$ cat src/rtl/vctx_pkg.sv
package vctx_pkg;

   typedef enum logic [1:0] {
      SZ_BYTE  = 2'd0,
      SZ_WORD  = 2'd1,
      SZ_DWORD = 2'd2
   } xfer_size_e;

   typedef enum logic [2:0] {
      SEC_HDR,
      SEC_PC,
      SEC_XPR,
      SEC_FPR,
      SEC_RUN,
      SEC_END
   } section_e;

   typedef enum logic [1:0] {
      ST_IDLE,
      ST_RFRD,
      ST_MEM,
      ST_FIN
   } state_e;

   localparam int unsigned HDR_WORDS = 5;
   localparam int unsigned HDR_PAD   = 4;
   localparam logic [2:0]  SEL_PC    = 3'd5;

   function automatic logic [3:0] size_bytes(xfer_size_e s);
      case (s)
         SZ_BYTE:  return 4'd1;
         SZ_WORD:  return 4'd4;
         default:  return 4'd8;
      endcase
   endfunction

endpackage

$ cat src/rtl/vctx_walker.sv
module vctx_walker
   import vctx_pkg::*;
#(
   parameter int unsigned CW = 32
) (
   input  logic          clk,
   input  logic          rst_n,
   input  logic          start,
   input  logic          step,
   input  logic [CW-1:0] nxpr,
   input  logic [CW-1:0] nfpr,
   input  logic [CW-1:0] vl,
   output section_e      sect,
   output logic [CW-1:0] idx,
   output logic [CW-1:0] elem,
   output section_e      nsect,
   output logic          last_hdr
);

   section_e      sect_q;
   logic [CW-1:0] idx_q, elem_q;
   logic [CW-1:0] nidx, nelem;
   logic          xpr_ok, fpr_ok, run_ok, elem_wrap;

   assign run_ok    = (vl != '0);
   assign xpr_ok    = run_ok && (nxpr > CW'(1));
   assign fpr_ok    = run_ok && (nfpr != '0);
   assign elem_wrap = !((elem_q + CW'(1)) < vl);
   assign last_hdr  = (sect_q == SEC_HDR) && (idx_q == CW'(HDR_WORDS - 1));

   always_comb begin
      nsect = sect_q;
      nidx  = idx_q;
      nelem = elem_q;
      case (sect_q)
         SEC_HDR: begin
            if (last_hdr) begin
               nsect = SEC_PC;
               nidx  = '0;
            end else begin
               nidx = idx_q + CW'(1);
            end
         end
         SEC_PC: begin
            nelem = '0;
            if (xpr_ok) begin
               nsect = SEC_XPR;
               nidx  = CW'(1);
            end else if (fpr_ok) begin
               nsect = SEC_FPR;
               nidx  = '0;
            end else if (run_ok) begin
               nsect = SEC_RUN;
               nidx  = '0;
            end else begin
               nsect = SEC_END;
            end
         end
         SEC_XPR, SEC_FPR: begin
            if (!elem_wrap) begin
               nelem = elem_q + CW'(1);
            end else begin
               nelem = '0;
               if ((idx_q + CW'(1)) < ((sect_q == SEC_XPR) ? nxpr : nfpr)) begin
                  nidx = idx_q + CW'(1);
               end else if ((sect_q == SEC_XPR) && fpr_ok) begin
                  nsect = SEC_FPR;
                  nidx  = '0;
               end else begin
                  nsect = SEC_RUN;
                  nidx  = '0;
               end
            end
         end
         SEC_RUN: begin
            if (!elem_wrap) nelem = elem_q + CW'(1);
            else            nsect = SEC_END;
         end
         default: nsect = SEC_END;
      endcase
   end

   always_ff @(posedge clk or negedge rst_n) begin
      if (!rst_n) begin
         sect_q <= SEC_END;
         idx_q  <= '0;
         elem_q <= '0;
      end else if (start) begin
         sect_q <= SEC_HDR;
         idx_q  <= '0;
         elem_q <= '0;
      end else if (step) begin
         sect_q <= nsect;
         idx_q  <= nidx;
         elem_q <= nelem;
      end
   end

   assign sect = sect_q;
   assign idx  = idx_q;
   assign elem = elem_q;

endmodule

$ cat src/rtl/vctx_addr_acc.sv
module vctx_addr_acc #(
   parameter int unsigned AW = 32
) (
   input  logic          clk,
   input  logic          rst_n,
   input  logic          load,
   input  logic [AW-1:0] base,
   input  logic          adv,
   input  logic [3:0]    inc,
   output logic [AW-1:0] addr
);

   logic [AW-1:0] addr_q;

   always_ff @(posedge clk or negedge rst_n) begin
      if (!rst_n)    addr_q <= '0;
      else if (load) addr_q <= base;
      else if (adv)  addr_q <= addr_q + {{(AW-4){1'b0}}, inc};
   end

   assign addr = addr_q;

endmodule

$ cat src/rtl/vctx_xfer.sv
module vctx_xfer
   import vctx_pkg::*;
#(
   parameter int unsigned AW    = 32,
   parameter int unsigned NREG  = 32,
   parameter int unsigned MAXVL = 8,
   localparam int unsigned RW   = $clog2(NREG),
   localparam int unsigned EW   = (MAXVL > 1) ? $clog2(MAXVL) : 1
) (
   input  logic             clk,
   input  logic             rst_n,
   input  logic             cmd_valid,
   input  logic             cmd_restore,
   input  logic [AW-1:0]    cmd_base,
   input  logic             priv_ok,
   output logic             cmd_refused,
   output logic             busy,
   output logic             done,
   input  logic [31:0]      cur_nxpr,
   input  logic [31:0]      cur_nfpr,
   input  logic [31:0]      cur_maxvl,
   input  logic [31:0]      cur_vl,
   input  logic [31:0]      cur_idx,
   input  logic [63:0]      cur_pc,
   output logic             ctl_we,
   output logic [2:0]       ctl_sel,
   output logic [63:0]      ctl_wdata,
   output logic             rf_re,
   output logic             rf_we,
   output logic             rf_fp,
   output logic [RW-1:0]    rf_reg,
   output logic [EW-1:0]    rf_elem,
   output logic [63:0]      rf_wdata,
   input  logic [63:0]      rf_rdata,
   input  logic [MAXVL-1:0] run_flags,
   output logic             run_we,
   output logic [EW-1:0]    run_elem,
   output logic             run_wval,
   output logic             mem_valid,
   output logic             mem_write,
   output logic [1:0]       mem_size,
   output logic [AW-1:0]    mem_addr,
   output logic [63:0]      mem_wdata,
   input  logic             mem_ready,
   input  logic [63:0]      mem_rdata
);

   localparam int unsigned CW = 32;

   if (NREG < 2 || (1 << RW) != NREG) begin : g_bad_nreg
      $error("vctx_xfer: NREG must be a power of two of at least 2");
   end
   if (MAXVL < 2 || (1 << EW) != MAXVL) begin : g_bad_maxvl
      $error("vctx_xfer: MAXVL must be a power of two of at least 2");
   end
   if (AW < 8) begin : g_bad_aw
      $error("vctx_xfer: AW must be at least 8");
   end

   state_e        state_q;
   logic          dir_q;
   logic [CW-1:0] nxpr_q, nfpr_q, vl_q;

   section_e      sect, nsect;
   logic [CW-1:0] idx, elem;
   logic          last_hdr;
   logic          accept, fire, is_rf;
   xfer_size_e    size;
   logic [3:0]    inc;
   logic [63:0]   hdr_word;

   assign accept      = cmd_valid && (state_q == ST_IDLE) && priv_ok;
   assign cmd_refused = cmd_valid && (state_q == ST_IDLE) && !priv_ok;
   assign mem_valid   = (state_q == ST_MEM);
   assign fire        = mem_valid && mem_ready;
   assign busy        = (state_q != ST_IDLE);
   assign done        = (state_q == ST_FIN);
   assign is_rf       = (sect == SEC_XPR) || (sect == SEC_FPR);

   vctx_walker #(.CW(CW)) walk_i (
      .clk      (clk),
      .rst_n    (rst_n),
      .start    (accept),
      .step     (fire),
      .nxpr     (nxpr_q),
      .nfpr     (nfpr_q),
      .vl       (vl_q),
      .sect     (sect),
      .idx      (idx),
      .elem     (elem),
      .nsect    (nsect),
      .last_hdr (last_hdr)
   );

   always_comb begin
      case (sect)
         SEC_HDR: size = SZ_WORD;
         SEC_RUN: size = SZ_BYTE;
         default: size = SZ_DWORD;
      endcase
   end

   assign inc = size_bytes(size) + (last_hdr ? 4'(HDR_PAD) : 4'd0);

   vctx_addr_acc #(.AW(AW)) addr_i (
      .clk   (clk),
      .rst_n (rst_n),
      .load  (accept),
      .base  (cmd_base),
      .adv   (fire),
      .inc   (inc),
      .addr  (mem_addr)
   );

   always_comb begin
      case (idx[2:0])
         3'd0:    hdr_word = {32'b0, cur_nxpr};
         3'd1:    hdr_word = {32'b0, cur_nfpr};
         3'd2:    hdr_word = {32'b0, cur_maxvl};
         3'd3:    hdr_word = {32'b0, cur_vl};
         default: hdr_word = {32'b0, cur_idx};
      endcase
   end

   always_comb begin
      case (sect)
         SEC_HDR: mem_wdata = hdr_word;
         SEC_PC:  mem_wdata = cur_pc;
         SEC_RUN: mem_wdata = {63'b0, run_flags[elem[EW-1:0]]};
         default: mem_wdata = rf_rdata;
      endcase
   end

   assign mem_write = !dir_q;
   assign mem_size  = size;

   assign rf_re     = (state_q == ST_RFRD);
   assign rf_we     = fire && dir_q && is_rf;
   assign rf_fp     = (sect == SEC_FPR);
   assign rf_reg    = idx[RW-1:0];
   assign rf_elem   = elem[EW-1:0];
   assign rf_wdata  = mem_rdata;

   assign ctl_we    = fire && dir_q && ((sect == SEC_HDR) || (sect == SEC_PC));
   assign ctl_sel   = (sect == SEC_HDR) ? idx[2:0] : SEL_PC;
   assign ctl_wdata = mem_rdata;

   assign run_we    = fire && dir_q && (sect == SEC_RUN);
   assign run_elem  = elem[EW-1:0];
   assign run_wval  = mem_rdata[0];

   always_ff @(posedge clk or negedge rst_n) begin
      if (!rst_n) begin
         state_q <= ST_IDLE;
         dir_q   <= 1'b0;
         nxpr_q  <= '0;
         nfpr_q  <= '0;
         vl_q    <= '0;
      end else begin
         case (state_q)
            ST_IDLE: begin
               if (accept) begin
                  state_q <= ST_MEM;
                  dir_q   <= cmd_restore;
                  if (!cmd_restore) begin
                     nxpr_q <= cur_nxpr;
                     nfpr_q <= cur_nfpr;
                     vl_q   <= cur_vl;
                  end
               end
            end
            ST_RFRD: state_q <= ST_MEM;
            ST_MEM: begin
               if (mem_ready) begin
                  if (dir_q && (sect == SEC_HDR)) begin
                     case (idx[2:0])
                        3'd0:    nxpr_q <= mem_rdata[31:0];
                        3'd1:    nfpr_q <= mem_rdata[31:0];
                        3'd3:    vl_q   <= mem_rdata[31:0];
                        default: ;
                     endcase
                  end
                  if (nsect == SEC_END)
                     state_q <= ST_FIN;
                  else if (!dir_q && ((nsect == SEC_XPR) || (nsect == SEC_FPR)))
                     state_q <= ST_RFRD;
                  else
                     state_q <= ST_MEM;
               end
            end
            default: state_q <= ST_IDLE;
         endcase
      end
   end

endmodule

$ cat config.mk
export PLATFORM = sky130hd
export DESIGN_NAME = vctx_xfer
export DESIGN_NICKNAME = d
export VERILOG_FILES = /design/src/rtl/vctx_pkg.sv /design/src/rtl/vctx_walker.sv /design/src/rtl/vctx_addr_acc.sv /design/src/rtl/vctx_xfer.sv
export SDC_FILE = /design/constraint.sdc
export NUM_CORES = 1
export LEC_CHECK = 0
export BUFFER_PORTS_ARGS = -buffer_cell sky130_fd_sc_hd__buf_2
export CORE_AREA = 2 2 255 257
export CTS_CLUSTER_SIZE = 28
export DETAILED_ROUTE_END_ITERATION = 16
export DIE_AREA = 0 0 257 259
export GPL_TIMING_DRIVEN = 0
export PLACE_DENSITY_LB_ADDON = 0.15
export RECOVER_POWER = 25
export SKIP_CTS_REPAIR_TIMING = 1
export SYNTH_ARGS = -nofsm -noshare
export SYNTH_HDL_FRONTEND = slang
export SYNTH_SLANG_ARGS = --single-unit
$ cat constraint.sdc
create_clock -name clk -period 5.9 [get_ports clk]
set_input_delay 0.59 -clock clk [delete_from_list [all_inputs] [get_ports clk]]
set_output_delay 0.59 -clock clk [all_outputs]
set_load 0.03 [all_outputs]
== After elaboration in Yosys (flattened, before gate mapping) ==
Index checks and enable logic that the tools add are counted.
Word-level totals
  register bits: 198
  input bits: 398
  word-level logic and storage cells: 139
Operators by class
  add/subtract/negate cells: 4
  $lt $le $gt $ge: 4
  equality and inequality tests: 25
  mux-type cells: 59
  reductions and logical operators: 38
Operators by type and width (number)
  32-bit 2-to-1 mux: 30
  32-bit case mux with 2 select lines: 3
  32-bit case mux with 3 select lines: 2
  64-bit case mux with 3 select lines: 1
  32-bit case mux with 4 select lines: 1
  32-bit by 1-bit adder with 32-bit output, second input constant: 2
  32-bit less-than comparator: 2
  32-bit nonzero test: 2
  3-bit 2-to-1 mux: 11
  32-bit by 4-bit adder with 32-bit output: 1
  32-bit by 3-bit equality test with 1-bit output, second input constant: 1
  32-bit by 1-bit > comparator with 1-bit output, second input constant: 1
  3-bit by 2-bit equality test with 1-bit output, second input constant: 6
  6-bit AND reduction: 3
  1-bit logical AND: 14
  3-bit case mux with 4 select lines: 1
  2-bit by 1-bit != test with 1-bit output, second input constant: 5
  2-bit 2-to-1 mux: 4
  4-bit case mux with 2 select lines: 1
  4-bit nonzero test: 2
  3-bit by 1-bit equality test with 1-bit output, second input constant: 2
  3-bit equality test, second input constant: 2
  3-bit zero test: 2
  2-bit case mux with 3 select lines: 1
  other kinds (19): 30

== Depth between registers and ports, before layout ==
Gate-level depths: netlist of the first run.
  word-level depth: 14
  depth in mapped cells: 21
  depth with buffers taken out: 17

== Cells and area by module ==
From an unflattened synthesis of the first run, not the netlist that was laid out.
Second synthesis, totals
  cell total of the unflattened synthesis: 1875
  area, all modules: 16363.2 um^2
By module, submodules not included
  vctx_xfer: times used 1, cells an instance 828, area an instance 7731.2 um^2
  vctx_walker: times used 1, cells an instance 803, area an instance 6545.0 um^2
  vctx_addr_acc: times used 1, cells an instance 244, area an instance 2087.0 um^2

== Least setup slack after synthesis of the first run ==
Ideal clock, no wire load.
  path kind: flip-flop to flip-flop
  start point: register walk_i.elem_q[1], in the netlist walk_i.elem[1]
  end point: register walk_i.idx_q[29], in the netlist walk_i.idx[29]
  data arrival time: 4.198 ns
  data required time: 5.774 ns
  path slack: 1.576 ns
  stages on the path, launching flop included: 21
  clock period less this slack: 4.324 ns
  cell sequence: dfrtp_1 ha_1 and3_1 clkbuf_1 and4_1 buf_4 nand3_2 nor2_2 and2_1 nand3_1 xnor2_1 ha_1 nand4_1 nor4_2 a22oi_1 a32oi_1 a31oi_4 a21oi_2 nor2_1 clkbuf_1 a221o_1
Between the ends
  word-level cells in the longest chain between the ends: 4
Ends and longest elaborated chain
  start: declaration: RTL line vctx_walker.sv:21  | logic [CW-1:0] idx_q, elem_q;
  start signal: assignment: RTL line vctx_walker.sv:95  | elem_q <= nelem;
  32-bit by 1-bit adder with 32-bit output: RTL line vctx_walker.sv:28  | assign elem_wrap = !((elem_q + CW'(1)) < vl);
  32-bit less-than comparator: RTL line vctx_walker.sv:28
  3-bit != test (no source line)
  4-bit AND reduction (no source line)
  end signal: assignment: RTL line vctx_walker.sv:94  | idx_q <= nidx;
  end: declaration: RTL line vctx_walker.sv:21
No other way between the ends.
A chain may end at the register's enable or synchronous reset.

== Final worst setup path of the first run ==
  start point: register walk_i.idx_q[2], in the netlist walk_i.idx[2]
  end point: output port mem_wdata[24]
Between the ends
  word-level cells in the longest chain between the ends: 3
  elaborated cells between the ends (all ways): 6
  those cells by class: eq/ne (3); mux (2); reduce/logical (1)
Ends and longest elaborated chain
  3-bit by 2-bit equality test with 1-bit output, or another cell as far along: RTL line vctx_xfer.sv:116  | case (idx[2:0])
  32-bit case mux with 4 select lines *: RTL line vctx_xfer.sv:116
  64-bit case mux with 3 select lines *: RTL line vctx_xfer.sv:126  | case (sect)
  end: declaration: RTL line vctx_xfer.sv:43  | output logic [63:0] mem_wdata,
Every way passes the cells marked *; elsewhere a longest branch is shown, timed or not.

==> results of run 1 <==
sequential cells by signal, indices dropped and copies added (netlist names):
signal,flops
walk_i.idx,32
state_q,2
vl_q,32
walk_i.sect,3
walk_i.elem,32
addr_i.addr,32
dir_q,1
nfpr_q,32
nxpr_q,32
cell usage after synthesis, drive strengths merged (3+ instances only):
cell       n  area (um^2)
a21oi    141          709
nor2b      5         31.3
xnor2     44          385
o32ai      3         26.3
and3      33          206
nor3b      4         35.0
a211o     17          149
a31oi     27          184
and4      11         96.3
nor4      35          225
xor2      23          201
o21a       5         37.5
nor2      55          211
or3        3         18.8
a22o      26          228
o21ai    154          771
a22oi     69          518
nand2b     4         25.0
nor3      26          175
nand4     30          188
a21boi     5         37.5
clkbuf   108          408
inv       52          195
o211a      3         30.0
a2bb2oi    3         26.3
buf      171         1220
dfrtp    196         4900
a21o       9         67.6
mux2i     34          340
and2      44          275
nand2    258          968
a31o       3         26.3
nand3    136          686
a41oi      4         35.0
o311ai     8         70.1
a221o      8         80.1
a211oi    39          298
ha        72          901
o211ai    35          268
worst max path at each step:
stage                                end  slack (ns)  cells after the start
after floorplan           walk_i.idx[29]        1.58                     20
after global placement     mem_wdata[18]        0.24                     12
after detailed placement   mem_wdata[18]        0.26                     12
after CTS                  mem_wdata[18]       -0.33                     12
after global routing      walk_i.idx[30]        0.05                     20
final                      mem_wdata[24]        0.07                     11
cell type report:
type	instances	area, um^2
Fill cell	6968	43500
Multi-Input combinational cell	1397	8760
Sequential cell	198	4960
Timing Repair Buffer	617	3120
Buffer	278	1630
Tap cell	855	1070
Clock buffer	18	429
Inverter	52	195
Clock inverter	14	165
Antenna cell	4	10.0
through the flow:
stage	utilization	worst slack, ns	area [um^2]	power, uW	hold slack [ns]
final	0.318	0.0654	20300	9790	0.277
after global routing	0.318	0.0526	20300	10300	0.249
after CTS	0.318	-0.328	20300	9770	0.109
after detailed placement	0.309	0.256	19700	8510	0.502
after global placement	0.308	0.236	19700	8450	0.498
after floorplan	-	1.58	15500	5940	0.294
report_power, final:
group | leakage, uW | switching, uW | total [uW] | internal [uW]
sequential | 0.00252 | 466 | 2240 | 1770
combinational | 0.00731 | 4480 | 6300 | 1810
clock | 0.000290 | 679 | 1250 | 574
cell families after synthesis:
group	share of synthesized area
AO/OA/AOI/OAI	0.236
XOR/XNOR	0.0378
adder cells (fa/ha/maj)	0.0580
buffers and inverters	0.117
flip-flops	0.319
multiplexers	0.0248
AND/OR/NAND/NOR	0.207
per-layer routing:
layer  global-route usage  wire length, um  vias to the layer above
met5                    0                0                        -
met4               0.0862             2610                        0
met3               0.0494             5630                       87
met2                0.455            44200                      733
met1                0.334            38100                     8795
li1                     -                -                     8134
critical path: stages (launching register included):
cell,delay [ns]
dfrtp_1,0.39
clkbuf_2,0.24
inv_1,0.64
clkbuf_1,0.61
ha_1,0.26
clkbuf_1,0.47
clkbuf_1,0.80
a22oi_1,0.18
nand3_1,0.38
o21ai_0,0.15
o211ai_1,0.32
buf_2,0.27
==> run metrics, run 1 <==
RR Startpoint walk_i.elem[2]; antenna violations before repair 8; vias per cell approximately 5.2; syn_area_per_cell between 8 and 9 um^2; Distinct cells, synth 73; Pwr per Cell Area between 400 and 500 nW/um^2; Die Footprint ~67000 um^2; CTS root buf clkbuf_16; Post-Syn Instances between 1500 and 2000; drt drc 0; max cap viols 2; initial core utilization 0.243; Placer Congestion roughly 0.96; Startpoint Class flip-flop; Final setup violation count 0; CTS H-Tree Depth 4; ys async rst share 1.00; global-route wire length before repair about 130000 um; WL final just over 90000 um; Final min period 5.83 ns; commonest non-fill, non-tap cell in the layout buf_2; RSZ-0062 raised after global routing no; sequential area share after synthesis 0.319; status finished with violations; Reg2Reg Depth 20; Hold Vio Cnt, Final 0; later-pin clock latency in the skew report ~0.52 ns; Setup CP Type reg -> out; clock skew between 0.02 and 0.025 ns; row count 93; CTS tree yes; WP data required approximately 5.3 ns; WP data arrival 5.24 ns; crit path capture type output pin; Detailed Place HPWL ~76000 um; Tcrit/Tclk final 0.989; fin nets approximately 3000; Worst-Margin Slew ~4.7 ns; DR iter-0 viols 1311; clock slew at reported path FFs ~0.090 ns; flop-to-flop setup slack approximately 0.34 ns; Max-slew headroom -2.12; origin of the worst setup path walk_i.idx[2]; clock sink count between 150 and 200; Mapped Nets roughly 2400; hold worst-path end addr_i.addr[13]; worst min path class in -> reg; Synth Warn # 0; Boundary Pins about 650; FMAX ~170 MHz; layout cells sized above 1 0.331; R2R Path End walk_i.idx[17]; Final Max Tran Viols about 110; Hold Path Depth 2; min-delay src cmd_base[13]; Core Box Area ~64000 um^2; setup TNS 0 ns; total global routing overflow 0; Placed Cells ~3400; Vias 17700; Tot GR Track Use 0.265; die extent in y 259 um; EDFF count, synth 0; WL/cell ~26 um; leak pwr approximately 0.010 uW; Crit Path Max Fanout 11; Die Width 257 um; main flop type after synthesis dfrtp_1; Final Non-Filler Cells about 3400; input/output buffers slightly above 600; maximum vdd drop between 0.0002 and 0.0003 V; first-pass iteration count of the detailed router 5; vias in the first global route 17600; largest net degree at the start of global routing ~110; failing checks max-capacitance violations, max-slew violations; Final ANT Viol Nets 0; Seq cells post-synth 198; Post-Syn Area approximately 16000 um^2; Area Growth Syn to Fin 30.9%; clock buffer count from CTS 17; Max clock buf depth 2; most frequent cells in the layout buf_2 (637), nand2_1 (258), dfrtp_1 (193), o21ai_0 (151), buf_4 (143)
Note: power is estimated with default switching activity, not from simulation.
==> run 2: changes to the inputs <==
--- a/config.mk
+++ b/config.mk
@@ -6,14 +6,15 @@
 export NUM_CORES = 1
 export LEC_CHECK = 0
 export BUFFER_PORTS_ARGS = -buffer_cell sky130_fd_sc_hd__buf_2
-export CORE_AREA = 2 2 255 257
+export CORE_AREA = 2 2 254 256
 export CTS_CLUSTER_SIZE = 28
 export DETAILED_ROUTE_END_ITERATION = 16
-export DIE_AREA = 0 0 257 259
+export DIE_AREA = 0 0 256 258
 export GPL_TIMING_DRIVEN = 0
 export PLACE_DENSITY_LB_ADDON = 0.15
 export RECOVER_POWER = 25
 export SKIP_CTS_REPAIR_TIMING = 1
 export SYNTH_ARGS = -nofsm -noshare
 export SYNTH_HDL_FRONTEND = slang
+export SYNTH_HIERARCHICAL = 1
 export SYNTH_SLANG_ARGS = --single-unit
==> run metrics, run 2 <==
Die Footprint 66000 um^2 (-0.77%); Area Growth Syn to Fin 29.7%; Boundary Pins 649 (unchanged); WP data arrival 5.89 ns (+0.65 ns); ys async rst share 1.00 (unchanged); CTS root buf clkbuf_16; most common library cells after synthesis dfrtp_1 (196), inv_1 (179), nand2_1 (136), a21oi_1 (134), buf_4 (133); clock slew at reported path FFs 0.09 ns (about the same); Seq cells post-synth 198 (unchanged); flop-to-flop setup slack 0.42 ns (+0.08 ns); status finished with violations; commonest non-fill, non-tap cell in the layout buf_2; CTS H-Tree Depth 4 (unchanged); Reg2Reg Depth 16 (-20%); leak pwr 0.0107 uW (+5.4%); Startpoint Class flip-flop; Final setup violation count 0 (unchanged); hold worst-path end addr_i/addr[5]; WL final 89000 um (-1.7%); layout cells sized above 1 0.350 (+0.0199); clock buffer count from CTS 17 (unchanged); Final min period 5.48 ns (-0.352 ns); Tcrit/Tclk final 0.929 (-0.0597); Crit Path Max Fanout 10 (-1); largest net degree at the start of global routing 112 (+6.7%); Distinct cells, synth 86 (+18%); Slowest cell on crit path dfrtp_1; Max-slew headroom -2.02 (+0.102); Worst-Margin Slew 4.53 ns (-0.153 ns); Area contributors post-synth dfrtp_1 (30%), mux2i_1 (7.0%), buf_4 (6.1%); Detailed Place HPWL 73700 um (-3.3%); Tot GR Track Use 0.260 (-0.00461); WL/cell 26.2 um (-0.42%); antenna violations before repair 24 (+16); DR iter-0 viols 2086 (+59%); failing checks max-capacitance violations, max-slew violations; syn_area_per_cell 8.73 um^2 (+8.2%); Final Non-Filler Cells 3390 (-1.3%); RR Startpoint walk_i/elem[1]; Post-Syn Area 16400 um^2 (+5.3%); clock skew 0.0217 ns (-0.00156 ns); cells traversed along the worst timing path nand4_1, nor3_4, nand4_1, nor3_2, and3_1, xnor2_1, ha_1, nor2_1, o211ai_1, a2111oi_0, a31oi_1, o22ai_1, buf_2, buf_1, nand2_1, o21ai_1; worst min path class in -> reg; vias in the first global route 17000 (-3.4%); die extent in y 258 um (-0.39%); CP peak stage delay 0.62 ns (-0.18 ns); initial core utilization 0.257 (+0.0139); count leader, synth dfrtp_1; FMAX 182 MHz (+6.4%); crit path capture type flip-flop; clock sink count 198 (unchanged); first-pass iteration count of the detailed router 7 (+2); maximum vdd drop 0.000249 V (-11%); Core Box Area 63600 um^2 (-0.36%); Pwr per Cell Area 441 nW/um^2 (-8.4%); max cap viols 1 (-1); vias per cell 5.29 (+2.2%); RSZ-0062 raised after global routing no; min-delay src cmd_base[5]; utilization after layout 0.333 (+0.0151); Max clock buf depth 2 (unchanged); area leader, netlist dfrtp_1; FILL cells 6827 (-2.0%); Hold Vio Cnt, Final 0 (unchanged); Final Max Tran Viols 88 (-17%); Placed Cells 3348 (-1.5%); Setup CP Type reg -> reg; sequential area share after synthesis 0.303 (-0.0161); total global routing overflow 0 (unchanged); CTS tree yes; Hold Path Depth 3 (+1); EDFF count, synth 0 (unchanged); setup TNS 0 ns (unchanged); Placer Congestion 0.982 (+2.7%); Vias 17900 (+0.95%); fin nets 2980 (-1.7%); WP data required 6.31 ns (+1.00 ns); area fraction of the dominant cell type after synthesis 0.300 (-0.0160); Post-Syn Instances 1875 (-2.6%); global-route wire length before repair 124000 um (-2.0%); Die Width 256 um (-0.39%); most frequent cells in the layout buf_2 (646), dfrtp_1 (196), inv_1 (179), nand2_1 (136), a21oi_1 (134); Final ANT Viol Nets 0 (unchanged); main flop type after synthesis dfrtp_1; row count 93 (unchanged); later-pin clock latency in the skew report 0.51 ns (about the same); most frequent CP cell nand4_1; Synth Warn # 6 (+6); R2R Path End walk_i/idx[21]; drt drc 0 (unchanged); input/output buffers 616 (unchanged)
## run 2: stage by stage
step                hold slack (ns)  setup slack (ns)  total power [uW]  instance area (um^2)
floorplan                     0.294              1.64              5810                 16400
global placement              0.521             0.336              7970                 20500
detailed placement            0.521             0.344              8010                 20600
CTS                           0.129             0.300              9350                 21200
global route                  0.269           0.00912              9900                 21200
finish                        0.293             0.418              9350                 21200
## run 2: final cells by class
type / count / area, um^2 / area share
Multi-Input combinational cell: 1255 / 9260 / 0.437
Timing Repair Buffer: 617 / 3120 / 0.147
Buffer: 243 / 1490 / 0.0702
Sequential cell: 198 / 4960 / 0.234
Tap cell: 855 / 1070 / 0.0504
Inverter: 180 / 676 / 0.0318
Clock inverter: 14 / 183 / 0.00861
Clock buffer: 18 / 439 / 0.0207
Antenna cell: 10 / 25.0 / 0.00118
## run 2: cells by family (layout without fill, tap and decap cells)
kind of cell	count (synthesis)	after routing	synth area share
buf+inv	423	1072	0.132
compound gates	463	463	0.193
fa+ha+maj	70	70	0.0540
simple gates	517	517	0.171
xor+xnor	54	54	0.0289
other cells	1	12	0.000229
flops	198	198	0.303
mux	149	149	0.117
## run 2: layer usage
| metal | global-route usage | routed length (um) |
|---|---|---|
| met5 | 0 | 57 |
| met4 | 0.0840 | 2780 |
| met3 | 0.0596 | 7320 |
| met2 | 0.402 | 39800 |
| met1 | 0.359 | 39000 |
## run 2: critical path: cells and delay by family, from the launching register on
family	cells	cell delay [ns]
AND/OR/NAND/NOR	7	1.85
AO/OA/AOI/OAI	5	1.71
buffers and inverters	2	0.87
flip-flops	1	0.62
adder cells (fa/ha/maj)	1	0.22
XOR/XNOR	1	0.08
## run 2: how the worst max path moves through the flow
stage                   start        endpoint  slack (ns)  cells past startpoint
2_1_floorplan   walk_i/idx[0]      state_q[1]        1.64                     18
3_3_place_gp   walk_i/elem[1]   walk_i/idx[0]        0.34                     16
3_5_place_dp   walk_i/elem[1]   walk_i/idx[0]        0.34                     16
4_1_cts        walk_i/elem[1]  walk_i/idx[21]        0.30                     15
5_1_grt        walk_i/elem[1]      state_q[1]       0.009                     19
6_report       walk_i/elem[1]  walk_i/idx[21]        0.42                     16
## run 2: report_power, final
group | total, uW | internal, uW | switching, uW
registers | 2550 | 1840 | 705
clock network | 1290 | 621 | 665
logic | 5520 | 1860 | 3660
